$ cat src/rtl/tc_pkg.sv
package tc_pkg;

    typedef enum logic [1:0] {
        ST_IDLE = 2'd0,
        ST_RUN  = 2'd1,
        ST_DONE = 2'd2
    } tc_state_e;

    typedef struct packed {
        logic load;
        logic step;
    } tc_cmd_t;

    function automatic int unsigned flat_idx(input int unsigned row,
                                             input int unsigned col,
                                             input int unsigned n);
        return row * n + col;
    endfunction

    function automatic int unsigned idx_width(input int unsigned n);
        return (n > 1) ? $clog2(n) : 1;
    endfunction

endpackage

$ cat src/rtl/tc_ctrl.sv
module tc_ctrl
    import tc_pkg::*;
#(
    parameter int unsigned N  = 8,
    parameter int unsigned KW = idx_width(N)
) (
    input  logic          clk,
    input  logic          rst,
    input  logic          start_i,
    output tc_cmd_t       cmd_o,
    output logic [KW-1:0] pivot_o,
    output logic          busy_o,
    output logic          done_o
);
    localparam logic [KW-1:0] LAST = KW'(N - 1);

    tc_state_e     st_q;
    logic [KW-1:0] k_q;

    always_ff @(posedge clk) begin
        if (rst) begin
            st_q <= ST_IDLE;
            k_q  <= '0;
        end else if (start_i) begin
            st_q <= ST_RUN;
            k_q  <= '0;
        end else if (st_q == ST_RUN) begin
            if (k_q == LAST) begin
                st_q <= ST_DONE;
                k_q  <= '0;
            end else begin
                k_q <= k_q + 1'b1;
            end
        end
    end

    always_comb begin
        cmd_o.load = start_i;
        cmd_o.step = (st_q == ST_RUN) && !start_i;
    end

    assign pivot_o = k_q;
    assign busy_o  = (st_q == ST_RUN);
    assign done_o  = (st_q == ST_DONE);

    p_last_phase_done_r3: assert property (@(posedge clk) disable iff (rst)
        (busy_o && !start_i && k_q == LAST) |=> (done_o && !busy_o));
    p_excl_r3: assert property (@(posedge clk) disable iff (rst)
        !(busy_o && done_o));
    p_pivot_range_r3: assert property (@(posedge clk) disable iff (rst)
        busy_o |-> (k_q <= LAST));
    p_restart_r7: assert property (@(posedge clk) disable iff (rst)
        start_i |=> (busy_o && k_q == '0));
endmodule

$ cat src/rtl/tc_pivot.sv
module tc_pivot
    import tc_pkg::*;
#(
    parameter int unsigned N  = 8,
    parameter int unsigned KW = idx_width(N),
    parameter int unsigned NN = N * N
) (
    input  logic [NN-1:0] mat_i,
    input  logic [KW-1:0] pivot_i,
    output logic [N-1:0]  prow_o,
    output logic [N-1:0]  pcol_o
);
    always_comb begin
        for (int unsigned x = 0; x < N; x++) begin
            prow_o[x] = mat_i[flat_idx(32'(pivot_i), x, N)];
            pcol_o[x] = mat_i[flat_idx(x, 32'(pivot_i), N)];
        end
    end
endmodule

$ cat src/rtl/tc_cell.sv
module tc_cell
    import tc_pkg::*;
#(
    parameter bit ON_DIAG = 1'b0
) (
    input  logic    clk,
    input  logic    rst,
    input  tc_cmd_t cmd_i,
    input  logic    adj_bit_i,
    input  logic    via_in_i,
    input  logic    via_out_i,
    output logic    q_o
);
    always_ff @(posedge clk) begin
        if (rst)
            q_o <= 1'b0;
        else if (cmd_i.load)
            q_o <= adj_bit_i | ON_DIAG;
        else if (cmd_i.step)
            q_o <= q_o | (via_in_i & via_out_i);
    end

    p_monotone_r5: assert property (@(posedge clk) disable iff (rst)
        (cmd_i.step && q_o) |=> q_o);
    p_join_r2: assert property (@(posedge clk) disable iff (rst)
        (cmd_i.step && via_in_i && via_out_i) |=> q_o);
    p_load_r1: assert property (@(posedge clk) disable iff (rst)
        cmd_i.load |=> (q_o == ($past(adj_bit_i) | ON_DIAG)));
endmodule

$ cat src/rtl/tc_closure_array.sv
module tc_closure_array
    import tc_pkg::*;
#(
    parameter int unsigned N = 8
) (
    input  logic           clk,
    input  logic           rst,
    input  logic           start_i,
    input  logic [N*N-1:0] adj_i,
    output logic [N*N-1:0] closure_o,
    output logic           busy_o,
    output logic           done_o
);
    localparam int unsigned KW = idx_width(N);
    localparam int unsigned NN = N * N;

    tc_cmd_t       cmd;
    logic [KW-1:0] pivot;
    logic [N-1:0]  prow;
    logic [N-1:0]  pcol;
    logic [NN-1:0] mat;
    logic [N-1:0]  diag;

    tc_ctrl #(.N(N), .KW(KW)) u_ctrl (
        .clk    (clk),
        .rst    (rst),
        .start_i(start_i),
        .cmd_o  (cmd),
        .pivot_o(pivot),
        .busy_o (busy_o),
        .done_o (done_o)
    );

    tc_pivot #(.N(N), .KW(KW), .NN(NN)) u_pivot (
        .mat_i  (mat),
        .pivot_i(pivot),
        .prow_o (prow),
        .pcol_o (pcol)
    );

    for (genvar gi = 0; gi < N; gi++) begin : g_row
        for (genvar gj = 0; gj < N; gj++) begin : g_col
            tc_cell #(.ON_DIAG(gi == gj)) u_cell (
                .clk      (clk),
                .rst      (rst),
                .cmd_i    (cmd),
                .adj_bit_i(adj_i[gi*N+gj]),
                .via_in_i (pcol[gi]),
                .via_out_i(prow[gj]),
                .q_o      (mat[gi*N+gj])
            );
        end
        assign diag[gi] = mat[gi*N+gi];
    end

    assign closure_o = mat;

    p_hold_idle_r6: assert property (@(posedge clk) disable iff (rst)
        (!busy_o && !start_i) |=> ($stable(closure_o) && $stable(done_o)));
    p_diag_set_r9: assert property (@(posedge clk) disable iff (rst)
        (busy_o || done_o) |-> (&diag));
endmodule

$ cat config.mk
export PLATFORM = sky130hd
export DESIGN_NAME = tc_closure_array
export DESIGN_NICKNAME = d
export VERILOG_FILES = /design/src/rtl/tc_pkg.sv /design/src/rtl/tc_ctrl.sv /design/src/rtl/tc_pivot.sv /design/src/rtl/tc_cell.sv /design/src/rtl/tc_closure_array.sv
export SDC_FILE = /design/constraint.sdc
export NUM_CORES = 1
export LEC_CHECK = 0
export BUFFER_PORTS_ARGS = -buffer_cell sky130_fd_sc_hd__buf_2
export CORE_MARGIN = 2
export CORE_UTILIZATION = 55
export CTS_BUF_LIST = sky130_fd_sc_hd__clkbuf_16
export CTS_CLUSTER_DIAMETER = 80
export DETAILED_ROUTE_END_ITERATION = 10
export PLACE_DENSITY = 0.91
export SLEW_MARGIN = 20
export SYNTH_ARGS = -nofsm -noshare
export SYNTH_HDL_FRONTEND = slang
export SYNTH_SLANG_ARGS = --single-unit
$ cat constraint.sdc
create_clock -name clk -period 2.6 [get_ports clk]
set_input_delay 0.26 -clock clk [delete_from_list [all_inputs] [get_ports clk]]
set_output_delay 0.26 -clock clk [all_outputs]
set_load 0.02 [all_outputs]
======== After elaboration in Yosys (flattened, before gate mapping) ========
Cells that the tools add are included.
Widths: inputs -> output; s select.
word-level totals
  bits in registers ....................... 69
  input port bits ......................... 67
  word-level logic and storage cells ...... 401
cells by class
  $add $sub $neg .......................... 15
  order comparisons ....................... 16
  equal/unequal tests ..................... 3
  muxes and demuxes ....................... 164
  bitwise gates (word level) .............. 128
  reductions and logical operators ........ 8
operators with widths
  kind                 count
  $lt 32x7->1 const B  14
  $mux 1               147
  $bmux 1 s6           14
  $and 1x1->1          64
  $or 1x1->1           64
  $add 6x3->7 const A  4
  $add 6x3->7 const B  4
  $add 6x2->7 const B  2
  $add 5x3->6 const A  2
  $add 6x1->7 const B  1
  $lt 3x7->1 const B   1
  $lt 6x7->1 const B   1
  $bmux 1 s3           2
  $reduce_bool 2->1    3
  $add 4x3->5 const A  1
  $reduce_and 2->1     2
  $add 3x1->3 const B  1
  $eq 3x3->1 const B   1
  $mux 3               1
  $eq 2x1->1 const B   1
  $eq 2x2->1 const B   1
  $reduce_or 2->1      1
  $logic_and 1x1->1    1
  $logic_not 1->1      1

======== Longest topological paths before layout ========
  depth in word-level cells ............... 7
  gate-level depth with buffers ........... 7

======== Modules after synthesis ========
A second synthesis with hierarchy kept.
second synthesis, totals
  cell total of the unflattened synthesis .. 402
  area, all modules ....................... 3907.5 µm²
modules (own cells, without submodules)
  module                                  instances  cells an instance  area each (µm²)  sequential area each (µm²)
  tc_cell (g_row[0].g_col[1].u_cell ...)  56         4                  40.0             20.0
  tc_pivot                                1          129                1161.1           0.0
  tc_cell (g_row[0].g_col[0].u_cell ...)  8          3                  32.5             20.0
  tc_ctrl                                 1          25                 244.0            100.1

======== Worst setup path after synthesis ========
OpenSTA, ideal clock, no wires.
  path type ............................... register to register
  start point ............................. register u_ctrl.k_q[0], in the netlist u_ctrl.pivot_o[0]
  end point ............................... register g_row[2].g_col[1].u_cell.q_o
  setup time .............................. 128 ps
  arrival time ............................ 1333 ps
  required time ........................... 2472 ps
  slack ................................... 1139 ps
  stages on the path, launching flop included .. 8
  clock period less this slack ............ 1461 ps
  path through ............................ dfxtp_1 -> buf_6 -> buf_8 -> buf_8 -> mux2i_1 -> o22ai_1 -> o21ai_2 -> o21ai_0
on the way
  cells in the longest elaborated chain, start to end .. 7
  elaborated cells on any way between the ends .. 10
  classes of those cells .................. add/sub: 2; mux: 6; bitwise: 2
ends and longest elaborated chain
  item                                               line                            text
  start, declared                                    tc_ctrl.sv:18                   logic [KW-1:0] k_q;
  start signal, assigned                             tc_ctrl.sv:32                   k_q <= k_q + 1'b1;
  $add 6x1->7 / $add 5x3->6 (equally long branches)  tc_pkg.sv:17                    return row * n + col;
  $bmux 1 s6, on equally long branches               tc_pivot.sv:15, tc_pivot.sv:16
  $mux 1, on equally long branches                   tc_pivot.sv:15, tc_pivot.sv:16
  $and 1x1->1 *                                      tc_cell.sv:20                   q_o <= q_o | (via_in_i & via_out_i);
  $or 1x1->1 *                                       tc_cell.sv:20
  $mux 1 *                                           tc_cell.sv:19                   else if (cmd_i.step)
  $mux 1 *                                           tc_cell.sv:17                   else if (cmd_i.load)
  end signal, assigned                               tc_cell.sv:18                   q_o <= adj_bit_i | ON_DIAG;
  end signal, assigned                               tc_cell.sv:20
  end, declared                                      tc_cell.sv:12                   output logic q_o
Every way passes the cells marked *; elsewhere a longest branch is shown, timed or not. The select of a mux whose other input is x is not followed.
A chain may end at the register's enable or synchronous reset.

======== Final worst setup path ========
  start point ............................. register u_ctrl.k_q[0], in the netlist u_ctrl.pivot_o[0]
  end point ............................... register g_row[5].g_col[0].u_cell.q_o
on the way
  cells in the longest elaborated chain, start to end .. 7
  elaborated cells on any way between the ends .. 9
  classes of those cells .................. add/sub: 1; mux: 6; bitwise: 2
ends and longest elaborated chain
  item                          line            text
  $add 6x3->7                   tc_pkg.sv:17
  $bmux 1 s6                    tc_pivot.sv:16  pcol_o[x] = mat_i[flat_idx(x, 32'(pivot_i), N)];
  $mux 1 (not written as such)  tc_pivot.sv:16
  $and 1x1->1 *                 tc_cell.sv:20
  $or 1x1->1 *                  tc_cell.sv:20
  $mux 1 *                      tc_cell.sv:19
  $mux 1 *                      tc_cell.sv:17
  end signal, assigned          tc_cell.sv:18
  end signal, assigned          tc_cell.sv:20
  end, declared                 tc_cell.sv:12
Marks and branches as above.

==> flow_summary_export.csv <==
group,metric,value,unit
synth,synth_seq_area_share,30.0,%
sta,fmax,499,MHz
global_routing,grt-ovfl-total,0,
synth,synth_cells,549,
setup_path,crit_type,"flop to flop",
power_and_ir_drop,cellPowerDensity,606,nW/um2
sta,rsz0062_at_grt,"false",
route,drc,0,
floorplanning,rows,33,
sta,period_needed,2010,ps
sta,period_share,77.1,%
route,drt_first_pass_iters,5,
synth,synth-seq-cells,69,
global_routing,track_usage,28.1,%
place,gp_congestion,0.897,
sta,worst_pin_slew,616,ps
finish,seqCellArea,1390,um2
clock_tree,cts_resized,0,
floorplanning,ios,133,
sta,clock_skew,9.13,ps
route,routed_wl,12.9,mm
setup_path,start_kind,"flop",
synth,yosysWarnings,0,
floorplanning,die_w,95.4,um
floorplanning,die_y,95.4,um
setup_path,cp_slowest_stage_delay,530,ps
route,vias,4172,
floorplanning,start_util,56.2,%
setup_path,path_max_fanout,25,
global_routing,antenna_found_initial,0,
finish,layout_common_cells,"buf_2 (124), dfxtp_1 (68), mux2i_1 (67)",
route,ant_nets,0,
place,postPlaceCellArea,4750,um2
synth,postSynthAreaPerCell,8.37,um2
clock_tree,clk_pin_slew,60,ps
route,drt-initial-drc-count,392,
sta,hold_viol_final,0,
power_and_ir_drop,ir_drop,326,uV
finish,final_common_cell,"buf_2",
setup_path,end_kind,"flop",
place,pre_cts_ws,643,ps
synth,synthesis.nets,618,
finish,drive_gt1_share,27.1,%
synth,synthTopCellsByArea,"dfxtp_1 (30%), mux2i_1 (15%), buf_4 (11%), a21o_1 (8.5%), nand2b_1 (7.5%)",
synth,synth_area_leader_cell,"dfxtp_1",
finish,final_area,5080,um2
sta,setup_ws,595,ps
synth,synth.distinct_cells,26,
finish,antenna_cells,0,
setup_path,required,2790,ps
power_and_ir_drop,total_power,3.08,mW
global_routing,grt_pass1_vias,3657,
clock_tree,clockBufferDepth,2,
status,status,"complete, no violations",
route,wl_per_cell,18.4,um
finish,fin_nets,661,
sta,hold_ws,146,ps
sta,relSlewSlack,58.7,%
clock_tree,postCtsSetupRepairBufs,0,
clock_tree,cts_tree,"yes",
setup_path,critPathSlowestCell,"dfxtp_4",
clock_tree,worst_skew_pair.late_latency,340,ps
finish,final_cells,702,
global_routing,grt_max_degree,123,
setup_path,cp_cell_sequence,"buf_12, mux2i_1, o22ai_1, o21ai_2, o21ai_0",
finish,areaGrowthSynthToFinish,10.5,%
setup_path,cp.arrival,2200,ps
route,viasPerCell,5.94,
clock_tree,clockRootBuffer,"clkbuf_16",
finish,fillers,750,
clock_tree,cts_buffers,9,
finish,final_util,62.1,%
floorplanning,dieArea,9100,um2
floorplanning,core,8180,um2
worst_hold_path,hold_path_class,"input port to flop",
global_routing,grt_pass1_wl,19.5,mm
place,dpl.hpwl,9.15,mm
sta,drv_slew,0,
clock_tree,hold_buffers,0,
place,portBuffers,124,
place,dpl.cell_count,686,
sta,setup_viol,0,
run,cap_violations,0,
clock_tree,h-tree-depth,3,
clock_tree,cts_num_sinks,69,
finish,multi_input_area,2500,um2
synth,synth_area,4600,um2
power_and_ir_drop,power_leakage,2.09,nW
sta,fin_setup_tns,0,ps
synth,netlist.area_leader.share,30.0,%
kinds of logic (layout without fill, tap and decap cells):
| family | after synthesis | after routing | synth area share, % |
|---|---|---|---|
| AO/OA/AOI/OAI | 178 | 178 | 24.8 |
| adder cells (fa/ha/maj) | 2 | 2 | 0.544 |
| buffers and inverters | 102 | 150 | 15.6 |
| flip-flops | 69 | 69 | 30.0 |
| multiplexers | 67 | 67 | 14.6 |
| AND/OR/NAND/NOR | 131 | 131 | 14.4 |
where the power goes:
group	total (mW)	switching, mW	internal [mW]	leakage (nW)
clock network	1.37	0.444	0.924	0.169
logic	0.506	0.294	0.213	1.35
registers	1.20	0.0818	1.12	0.571
total	3.08	0.819	2.26	2.09
worst max-delay path: cells and delay by family, from the launching register on:
| family | cells | cell delay, ps |
|---|---|---|
| AOI/OAI and AO/OA | 3 | 820 |
| buffers and inverters | 1 | 250 |
| DFF | 1 | 530 |
| muxes | 1 | 250 |
layout make-up:
cell class                      count  area share [%]
Multi-Input combinational cell    378            49.2
Sequential cell                    69            27.3
Timing Repair Buffer              134            14.4
Clock buffer                        9            4.43
Tap cell                          105            2.59
Clock inverter                      7            2.09
per-layer routing:
metal | vias to the layer above | wire length (um) | GRT usage, %
met2 | 234 | 5860 | 42.8
met4 | 0 | 341 | 10.0
met1 | 1939 | 5430 | 39.7
met5 | - | 0 | 0
met3 | 36 | 1260 | 5.61
li1 | 1963 | - | -
registers in the layout (all words and copies together) (netlist names):
register	cells
u_ctrl.st_q	2
u_ctrl.pivot_o	3
g_row.g_col.u_cell.q_o	64
cell usage after synthesis, drive strengths merged:
master,n
nor2b,3
nand2,53
nor2,11
ha,2
mux2i,67
o21bai,8
o22ai,40
nor3,4
dfxtp,69
clkbuf,21
buf,81
a21o,52
nand2b,55
or2,1
a21oi,6
o21ai,72
nor3b,4
worst paths after layout:
check,startpoint,end,slack [ps],cells after the start
worst max-delay path,u_ctrl.pivot_o[0]$_SDFFE_PP0P_,g_row[5].g_col[0].u_cell.q_o$_SDFFE_PP0P_,590,5
worst min-delay path,adj_i[3],g_row[0].g_col[3].u_cell.q_o$_SDFFE_PP0P_,150,3
worst max register to register,u_ctrl.pivot_o[0]$_SDFFE_PP0P_,g_row[5].g_col[0].u_cell.q_o$_SDFFE_PP0P_,590,5
worst min register to register,u_ctrl.st_q[0]$_SDFFE_PP0P_,u_ctrl.st_q[0]$_SDFFE_PP0P_,550,2
Note: power is estimated with default switching activity, not from simulation.
